==> config.mk <==
export PLATFORM = sky130hd
export DESIGN_NAME = irq_ack_seq
export DESIGN_NICKNAME = d
export VERILOG_FILES = /design/src/rtl/irq_ack_pkg.sv /design/src/rtl/irq_next_sel.sv /design/src/rtl/irq_vec_gen.sv /design/src/rtl/irq_cyc_timer.sv /design/src/rtl/irq_ack_seq.sv
export SDC_FILE = /design/constraint.sdc
export NUM_CORES = 1
export LEC_CHECK = 0
export CAP_MARGIN = 40
export CORE_ASPECT_RATIO = 1.25
export CORE_MARGIN = 2
export CORE_UTILIZATION = 35
export CTS_BUF_LIST = sky130_fd_sc_hd__clkbuf_4 sky130_fd_sc_hd__clkbuf_8
export DETAILED_ROUTE_END_ITERATION = 6
export DONT_BUFFER_PORTS = 1
export GPL_TIMING_DRIVEN = 1
export PLACE_DENSITY = 0.47
export SYNTH_ARGS = -nofsm -noshare
export SYNTH_HDL_FRONTEND = slang
export SYNTH_SLANG_ARGS = --single-unit
==> constraint.sdc <==
create_clock -name clk -period 3.2 [get_ports clk]
set_clock_uncertainty 0.05 [all_clocks]
set_input_delay 0.48 -clock clk [delete_from_list [all_inputs] [get_ports clk]]
set_output_delay 0.48 -clock clk [all_outputs]
set_load 0.02 [all_outputs]
==> src/rtl/irq_ack_pkg.sv <==
package irq_ack_pkg;

    typedef enum logic [1:0] {
        ACT_IDLE  = 2'd0,
        ACT_FETCH = 2'd1,
        ACT_AVEC  = 2'd2,
        ACT_IACK  = 2'd3
    } next_act_e;

    typedef enum logic [2:0] {
        SQ_RUN   = 3'd0,
        SQ_HALT  = 3'd1,
        SQ_AVEC  = 3'd2,
        SQ_IA_OP = 3'd3,
        SQ_IA_LO = 3'd4,
        SQ_IA_HI = 3'd5
    } seq_st_e;

    typedef enum logic [1:0] {
        SRC_TRAP = 2'd0,
        SRC_HI   = 2'd1,
        SRC_MID  = 2'd2,
        SRC_LO   = 2'd3
    } int_src_e;

    localparam logic [7:0] OP_CALL  = 8'hCD;
    localparam logic [7:0] OP_RSTU  = 8'hCB;
    localparam logic [7:0] VEC_RSTU = 8'h40;

    function automatic logic op_is_restart(input logic [7:0] op);
        return (op[7:6] == 2'b11) && (op[2:0] == 3'b111);
    endfunction

    function automatic logic op_has_vec(input logic [7:0] op);
        return op_is_restart(op) || (op == OP_RSTU);
    endfunction

    function automatic logic [7:0] op_vec(input logic [7:0] op);
        logic [7:0] v;
        if (op_is_restart(op))
            v = {2'b00, op[5:3], 3'b000};
        else if (op == OP_RSTU)
            v = VEC_RSTU;
        else
            v = 8'h00;
        return v;
    endfunction

    function automatic logic [7:0] src_vec(input int_src_e s);
        logic [7:0] v;
        case (s)
            SRC_TRAP: v = 8'h24;
            SRC_HI:   v = 8'h3C;
            SRC_MID:  v = 8'h34;
            default:  v = 8'h2C;
        endcase
        return v;
    endfunction

endpackage

==> src/rtl/irq_next_sel.sv <==
module irq_next_sel
    import irq_ack_pkg::*;
(
    input  logic      poll_en,
    input  logic      pend,
    input  logic      ext,
    input  logic      halt,
    output next_act_e act,
    output logic      fetch
);
    // Pure combinational chooser: evaluated inside the boundary clock itself.
    always_comb begin
        if (pend)
            act = ext ? ACT_IACK : ACT_AVEC;
        else if (halt)
            act = ACT_IDLE;
        else
            act = ACT_FETCH;
    end

    assign fetch = poll_en && (act == ACT_FETCH);
endmodule

==> src/rtl/irq_vec_gen.sv <==
module irq_vec_gen
    import irq_ack_pkg::*;
#(
    parameter int ADDR_W = 16
) (
    input  logic [7:0]        op,
    input  int_src_e          src,
    input  logic [7:0]        lo_byte,
    input  logic [7:0]        hi_byte,
    output logic              op_ok,
    output logic [ADDR_W-1:0] op_addr,
    output logic [ADDR_W-1:0] src_addr,
    output logic [ADDR_W-1:0] call_addr
);
    localparam int PAD_W  = ADDR_W - 8;
    localparam int CALL_W = (ADDR_W < 16) ? ADDR_W : 16;

    logic [15:0] call16;
    assign call16 = {hi_byte, lo_byte};
    assign op_ok  = op_has_vec(op);

    generate
        if (PAD_W > 0) begin : g_pad
            assign op_addr  = {{PAD_W{1'b0}}, op_vec(op)};
            assign src_addr = {{PAD_W{1'b0}}, src_vec(src)};
        end else begin : g_nopad
            assign op_addr  = op_vec(op);
            assign src_addr = src_vec(src);
        end
        if (ADDR_W > 16) begin : g_cwide
            assign call_addr = {{(ADDR_W-16){1'b0}}, call16};
        end else begin : g_cnarrow
            assign call_addr = call16[CALL_W-1:0];
        end
    endgenerate
endmodule

==> src/rtl/irq_cyc_timer.sv <==
module irq_cyc_timer #(
    parameter int CNT_W    = 3,
    parameter int WAIT_IDX = 2
) (
    input  logic             clk,
    input  logic             rst,
    input  logic             active,
    input  logic [CNT_W-1:0] len,
    input  logic             rdy,
    output logic [CNT_W-1:0] cnt,
    output logic             smp,
    output logic             last
);
    localparam logic [CNT_W-1:0] WPOS = CNT_W'(WAIT_IDX);

    logic adv;
    assign adv  = !((cnt == WPOS) && !rdy);
    assign smp  = active && (cnt == WPOS) && rdy;
    assign last = active && adv && (cnt == len - CNT_W'(1));

    always_ff @(posedge clk) begin
        if (rst || !active || last)
            cnt <= '0;
        else if (adv)
            cnt <= cnt + CNT_W'(1);
    end
endmodule

==> src/rtl/irq_ack_seq.sv <==
module irq_ack_seq
    import irq_ack_pkg::*;
#(
    parameter int ADDR_W   = 16,
    parameter int ACK_CLKS = 6,
    parameter int RD_CLKS  = 3,
    parameter int WAIT_POS = 2
) (
    input  logic              clk,
    input  logic              rst,
    input  logic              instr_done,
    input  logic              halt_req,
    input  logic              irq_pend,
    input  logic              irq_ext,
    input  logic [1:0]        irq_src,
    input  logic              rdy,
    input  logic [7:0]        din,
    input  logic [ADDR_W-1:0] pc_cur,
    output logic              fetch_req,
    output logic [ADDR_W-1:0] addr_o,
    output logic              iom_o,
    output logic              inta_n,
    output logic              float_o,
    output logic [7:0]        ilat_o,
    output logic              pc_we,
    output logic [ADDR_W-1:0] pc_val,
    output logic              temp_we,
    output logic [ADDR_W-1:0] temp_val,
    output logic              avec_o,
    output logic              done_o
);
    localparam int CNT_W = $clog2(ACK_CLKS + 1);
    localparam logic [CNT_W-1:0] LEN_ACK = CNT_W'(ACK_CLKS);
    localparam logic [CNT_W-1:0] LEN_RD  = CNT_W'(RD_CLKS);
    localparam logic [CNT_W-1:0] STB_LO  = CNT_W'(1);
    localparam logic [CNT_W-1:0] STB_HI  = CNT_W'(WAIT_POS);

    seq_st_e   st_q, st_d;
    int_src_e  src_q;
    logic [7:0] ilat_q, lo_q;
    logic       avec_q;

    // Boundary decision
    logic      poll_en, halt_eff, sel_fetch;
    next_act_e act;

    assign poll_en  = ((st_q == SQ_RUN) && instr_done) || (st_q == SQ_HALT);
    assign halt_eff = (st_q == SQ_HALT) || halt_req;

    irq_next_sel u_sel (
        .poll_en (poll_en),
        .pend    (irq_pend),
        .ext     (irq_ext),
        .halt    (halt_eff),
        .act     (act),
        .fetch   (sel_fetch)
    );

    // Cycle timing
    logic             ia_st, cyc_active, tmr_rdy, smp, last;
    logic [CNT_W-1:0] cyc_len, cnt;

    assign ia_st      = (st_q == SQ_IA_OP) || (st_q == SQ_IA_LO) || (st_q == SQ_IA_HI);
    assign cyc_active = ia_st || (st_q == SQ_AVEC);
    assign cyc_len    = ((st_q == SQ_IA_LO) || (st_q == SQ_IA_HI)) ? LEN_RD : LEN_ACK;
    assign tmr_rdy    = rdy || (st_q == SQ_AVEC);

    irq_cyc_timer #(
        .CNT_W    (CNT_W),
        .WAIT_IDX (WAIT_POS)
    ) u_tmr (
        .clk    (clk),
        .rst    (rst),
        .active (cyc_active),
        .len    (cyc_len),
        .rdy    (tmr_rdy),
        .cnt    (cnt),
        .smp    (smp),
        .last   (last)
    );

    // Vector generation
    logic              op_ok;
    logic [ADDR_W-1:0] op_addr, src_addr, call_addr;

    irq_vec_gen #(
        .ADDR_W (ADDR_W)
    ) u_vec (
        .op        (ilat_q),
        .src       (src_q),
        .lo_byte   (lo_q),
        .hi_byte   (din),
        .op_ok     (op_ok),
        .op_addr   (op_addr),
        .src_addr  (src_addr),
        .call_addr (call_addr)
    );

    // Next-state selection
    always_comb begin
        st_d = st_q;
        case (st_q)
            SQ_RUN, SQ_HALT: begin
                if (poll_en) begin
                    case (act)
                        ACT_IACK:  st_d = SQ_IA_OP;
                        ACT_AVEC:  st_d = SQ_AVEC;
                        ACT_IDLE:  st_d = SQ_HALT;
                        default:   st_d = SQ_RUN;
                    endcase
                end
            end
            SQ_AVEC:  if (last) st_d = SQ_RUN;
            SQ_IA_OP: if (last) st_d = (ilat_q == OP_CALL) ? SQ_IA_LO : SQ_RUN;
            SQ_IA_LO: if (last) st_d = SQ_IA_HI;
            SQ_IA_HI: if (last) st_d = SQ_RUN;
            default:  st_d = SQ_RUN;
        endcase
    end

    always_ff @(posedge clk) begin
        if (rst) begin
            st_q   <= SQ_RUN;
            src_q  <= SRC_TRAP;
            ilat_q <= 8'h00;
            lo_q   <= 8'h00;
            avec_q <= 1'b0;
        end else begin
            st_q <= st_d;
            if (poll_en && (act == ACT_AVEC)) begin
                src_q  <= int_src_e'(irq_src);
                avec_q <= 1'b1;
            end else if (sel_fetch) begin
                avec_q <= 1'b0;
            end
            if ((st_q == SQ_IA_OP) && smp)
                ilat_q <= din;
            if ((st_q == SQ_IA_LO) && smp)
                lo_q <= din;
        end
    end

    // Register-file side effects
    logic op_load, av_load, call_load;
    assign op_load   = (st_q == SQ_IA_OP) && last && op_ok;
    assign av_load   = (st_q == SQ_AVEC) && last;
    assign call_load = (st_q == SQ_IA_HI) && last;

    always_comb begin
        pc_val = '0;
        if (op_load)
            pc_val = op_addr;
        else if (av_load)
            pc_val = src_addr;
        else if (call_load)
            pc_val = call_addr;
    end

    assign pc_we    = op_load || av_load || call_load;
    assign temp_we  = ((st_q == SQ_IA_OP) || (st_q == SQ_AVEC)) && (cnt == '0);
    assign temp_val = pc_cur;

    // Bus-side outputs
    assign fetch_req = sel_fetch;
    assign iom_o     = ia_st;
    assign addr_o    = ia_st ? {ADDR_W{1'b1}} : '0;
    assign inta_n    = !(ia_st && (cnt >= STB_LO) && (cnt <= STB_HI));
    assign float_o   = (st_q == SQ_AVEC) || (st_q == SQ_HALT);
    assign ilat_o    = ilat_q;
    assign avec_o    = avec_q;
    assign done_o    = last && (((st_q == SQ_IA_OP) && (ilat_q != OP_CALL)) ||
                                (st_q == SQ_AVEC) || (st_q == SQ_IA_HI));
endmodule

---- After elaboration in Yosys (flattened, before gate mapping) ----
Cells that the tools add are included.
storage, ports and cells
  flip-flop bits (word level) ............. 25
  input port bits ......................... 33
  output and inout bits ................... 64
cells by class
  $lt $le $gt $ge ......................... 2
  mux-type cells .......................... 20
  add/subtract/negate cells ............... 2
  reduce and logical (&&, ||, !) cells .... 48
  eq/ne operators ......................... 21
operator list
  cell                   number
  $mux W16               4
  $logic_and A1 B1 Y1    20
  $mux W3                6
  $eq A8 B8 Y1 const B   2
  $logic_or A1 B1 Y1     16
  $pmux W5 S3            1
  $pmux W3 S4            1
  $eq A3 B2 Y1 const B   3
  $eq A3 B3 Y1 const B   3
  $eq A2 B2 Y1 const B   4
  $mux W8                1
  $ne A8 B8 Y1 const B   1
  $mux W7                1
  $logic_not A3 Y1       2
  $ne A2 B2 Y1 const B   3
  $pmux W2 S3            1
  $eq A2 B1 Y1 const B   2
  $logic_not A1 Y1       4
  $logic_not A2 Y1       2
  $mux W1                4
  $reduce_and A4 Y1      1
  $reduce_or A2 Y1       2
  $add A3 B1 Y3 const B  1
  $eq A3 B1 Y1 const B   1
  other kinds (7)        7

---- Depth between registers and ports, before layout ----
  depth after elaboration ................. 11
  mapped depth ............................ 8
  mapped depth without buffers ............ 6

---- Cells and area by module ----
A second synthesis with hierarchy kept.
unflattened totals
  cells, all modules ...................... 309
  area, all modules ....................... 2403.6 um^2
by module, submodules not included
  module         area an instance (um^2)  seq. area each (um^2)  times used  cells an instance
  irq_ack_seq    1664.1                   440.4                  1           217
  irq_vec_gen    419.2                    0.0                    1           58
  irq_cyc_timer  291.5                    60.1                   1           30
  irq_next_sel   28.8                     0.0                    1           4

---- Least setup slack after synthesis ----
OpenSTA, ideal clock, no wires.
  path kind ............................... reg2out
  from .................................... register st_q[2]
  to ...................................... output port inta_n
  cell stages (with the launch flop) ...... 5
  path slack .............................. -0.021 ns
  required time ........................... 2.670 ns
  data arrival time ....................... 2.691 ns
  cells stage by stage .................... dfxtp_1 buf_2 inv_1 o21ai_0 o311ai_0
between the ends
  longest elaborated chain between the ends .. 6
ends and longest elaborated chain
  what                                                 line                RTL
  from (decl)                                          irq_ack_seq.sv:38   seq_st_e st_q, st_d;
  from (signal assigned)                               irq_ack_seq.sv:129  st_q <= st_d;
  $eq A3 B2 Y1 / $eq A3 B3 Y1 (equally long branches)  irq_ack_seq.sv:63   assign ia_st = (st_q == SQ_IA_OP) || (st_q == SQ_IA_LO) || (st_q == SQ_IA_HI);
  $logic_or A1 B1 Y1                                   irq_ack_seq.sv:63
  $logic_or A1 B1 Y1 *                                 irq_ack_seq.sv:63
  net iom_o                                            irq_ack_seq.sv:21   output logic iom_o,
  $logic_and A1 B1 Y1 * (2 in a row)                   irq_ack_seq.sv:167  assign inta_n = !(ia_st && (cnt >= STB_LO) && (cnt <= STB_HI));
  $logic_not A1 Y1 *                                   irq_ack_seq.sv:167
  to (decl)                                            irq_ack_seq.sv:22   output logic inta_n,
Mark *: on every way through the listed nets, which the timed path passes. The rest lies on a longest branch.

---- Worst setup path in the final report ----
  from .................................... register st_q[2]
  to ...................................... output port pc_val[4]
between the ends
  longest elaborated chain between the ends .. 11
ends and longest elaborated chain
  what                                                    line                RTL
  branches (longest 10 deep; another with $sub A3 B1 Y3)  n/a
  $mux W16 *                                              irq_ack_seq.sv:151  if (op_load)
  to (decl)                                               irq_ack_seq.sv:26   output logic [ADDR_W-1:0] pc_val,
Mark *: on every way between the ends.

==> impl_results.md <==
* Status: finished, final reports clean
* Most frequent cells in the layout: dfxtp_1 (25), nor2_1 (24), mux2i_1 (20)
* Hold Buf Count CTS at 0
* Worst setup path category: flip-flop to output pin
* Adder-cell share of the synthesized area at 6.15%
* Xor/xnor cell area share of the yosys netlist at 0.957%
* Number of antenna diodes at 0
* Reg area at 500 sq um
* Clk root buf: clkbuf_8
* DP Worst Slack at 0.676 ns
* Number of synthesized flops with an enable pin at 0
* Die X at 68.7 microns
* Synth Area in Compound Gates at 9.50%
* Yosys cell types at 42
* Final Hold Vio Count at 0
* Initial Utilization at 36.3%
* Post-Synth Simple-Gate Area at 26.7%
* DRC at 0
* CTS clk-pin slew, worst paths at 0.09 ns
* Flops & latches, synth at 25
* Layout fillers at 518
* FP Rows at 29
* Final Slew Violations at 0
* Area grow syn2layout at -2.87%
* Layout cells sized above 1 at 13.9%
* Vias at 1371
* Minimum clock period at 2.85 ns
* Overall Power at 0.636 mW
* Global-route wire length before repair at 6670 microns
* Commonest non-fill, non-tap cell in the layout: dfxtp_1
* Post-synthesis cell area at 1830 sq um
* Nets at 230
* Setup crit end kind: output pin
* Slew at the pin with the worst max-slew slack at 0.589 ns
* RePlAce Congestion at 0.741
* Pre-antenna DRT Iters at 4
* Overall routing resource usage at 15.0%
* Crit share post-route at 88.9%
* Final setup viols at 0
* Core Area at 5040 sq um
* FFs w/ async S/R, synth at 0%
* Largest family of logic cells by synthesized area: simple AND/OR/NAND/NOR gates
* Final WL at 4120 microns
* Initial antenna violation count at 0
* Footprint of the multi-input gates at 1000 sq um
* Post-synthesis cell count at 214
* Leakage at 0.786 nW
* Global route overflow at 0
* Largest net degree at the start of global routing at 22
* DIE HEIGHT at 84.9 microns
* TritonCTS clock tree: yes
* Dpl hpwl at 3150 microns
* CTS Sinks at 25
* I/O Pins at 97
* Post-synthesis mux area share at 10.9%
* Die Area at 5830 sq um
* WP data required at 2.67 ns
* Avg Vias per Cell at 5.51
* Worst vdd ir at 0.000182 V
* Wirelength per Cell at 16.5 microns
* Post-Syn Nets at 256
* Worst-Skew Late Latency at 0.27 ns
* Avg Synthesized Cell Area at 8.55 sq um
* Detailed Route Iter0 Violations at 55
* Post-DRT Antenna Nets at 0
* Port-buffer cells at 0
* Relative slew slack at 60.6%
* Setup Fix Bufs, Post-CTS at 0
* PwrDens at 358 nW/um^2
* Clock buffer depth at 2
* Ys Warns at 0
* F_max at 0.351 GHz
* Seq/Total Area, Yosys at 27.3%
* H-tree lvl count at 1
* CP arrival at 2.32 ns
* Setup WS post-layout at 0.354 ns
* Max-cap violations at 0
* Vias in the first global route at 1396
* Setup TNS at 0 ns
* Worst min-delay path category: input port to flip-flop
* Number of buffers created by CTS at 3
* Worst-path fanout max at 19
* Main synth FF type: dfxtp_1
* RSZ-0062 raised after global routing: false
* Startpoint type of the worst setup path: flip-flop
* CTS resizes at 0
synthesized netlist by cell type (2+ instances only):
master     n  area, sq um
buf_4     33          248
dfxtp_1   25          500
nor2_1    24         90.1
mux2i_1   20          200
and3_1    13         81.3
inv_1     11         41.3
nand2_1   11         41.3
ha_1       9          113
nand3_1    8         40.0
a21oi_1    5         25.0
clkbuf_1   4         15.0
nand2b_1   4         25.0
o21ai_0    4         20.0
nand4_1    3         18.8
nor3b_1    3         22.5
a31oi_1    2         12.5
and4bb_2   2         25.0
buf_2      2         10.0
buf_6      2         22.5
nor3b_2    2         25.0
nor4_1     2         12.5
o211ai_1   2         15.0
o221ai_1   2         17.5
o22ai_1    2         12.5
xnor2_1    2         17.5
worst max-delay path: stages, from the launching register on:
cell	delay, ns
dfxtp_1	0.51
inv_1	0.21
ha_1	0.41
o221a_4	0.35
nand2_1	0.13
o221ai_1	0.45
routing by layer:
| layer | wire length [microns] | track usage (%) |
|---|---|---|
| met1 | 1600 | 17.1 |
| met2 | 2160 | 25.9 |
| met3 | 312 | 3.58 |
| met4 | 51 | 5.82 |
| met5 | 0 | 0 |
final timing paths:
| kind | from | to | slack [ns] | cells after the start |
|---|---|---|---|---|
| setup / recovery | st_q[2] | pc_val[4] | 0.35 | 5 |
| hold / removal | rst | avec_o | 0.23 | 1 |
| setup reg to reg | st_q[2] | lo_q[1] | 0.91 | 6 |
| hold reg to reg | lo_q[6] | lo_q[6] | 0.46 | 2 |
metrics by stage:
stage	util (%)	cells	cell area [sq um]	hold WS (ns)
floorplan	-	214	1830	0.405
global placement	33.9	244	1710	0.416
detailed placement	34.3	245	1730	0.441
CTS	35.3	249	1780	0.214
global route	35.3	249	1780	0.210
finish	35.3	249	1780	0.226
state kept, by name, summed over array words and instances (netlist names):
| signal | flops |
|---|---|
| u_tmr.cnt | 3 |
| st_q | 3 |
| avec_o | 1 |
| ilat_o | 8 |
| lo_q | 8 |
| src_q | 2 |
layout make-up:
cell class	count	area share [%]
tap	62	4.36
multi-input combinational	137	56.5
sequential	25	28.1
clock buffer	3	2.32
inverter	11	2.32
timing repair buffer	10	6.05
clock inverter	1	0.281
power by group:
| group | switching, mW | internal (mW) | total (mW) |
|---|---|---|---|
| clock network | 0.102 | 0.0871 | 0.189 |
| registers | 0.0141 | 0.318 | 0.332 |
| logic | 0.0726 | 0.0425 | 0.115 |
kinds of logic (layout without fill, tap and decap cells):
kind of cell               Yosys count  in the layout
and+or+nand+nor                     83             83
AOI/OAI and AO/OA                   23             23
DFF                                 25             25
adders and majority gates            9              9
xor gates and xnor gates             2              2
buffers and inverters               52             25
muxes                               20             20
Note: power is estimated with default switching activity, not from simulation.
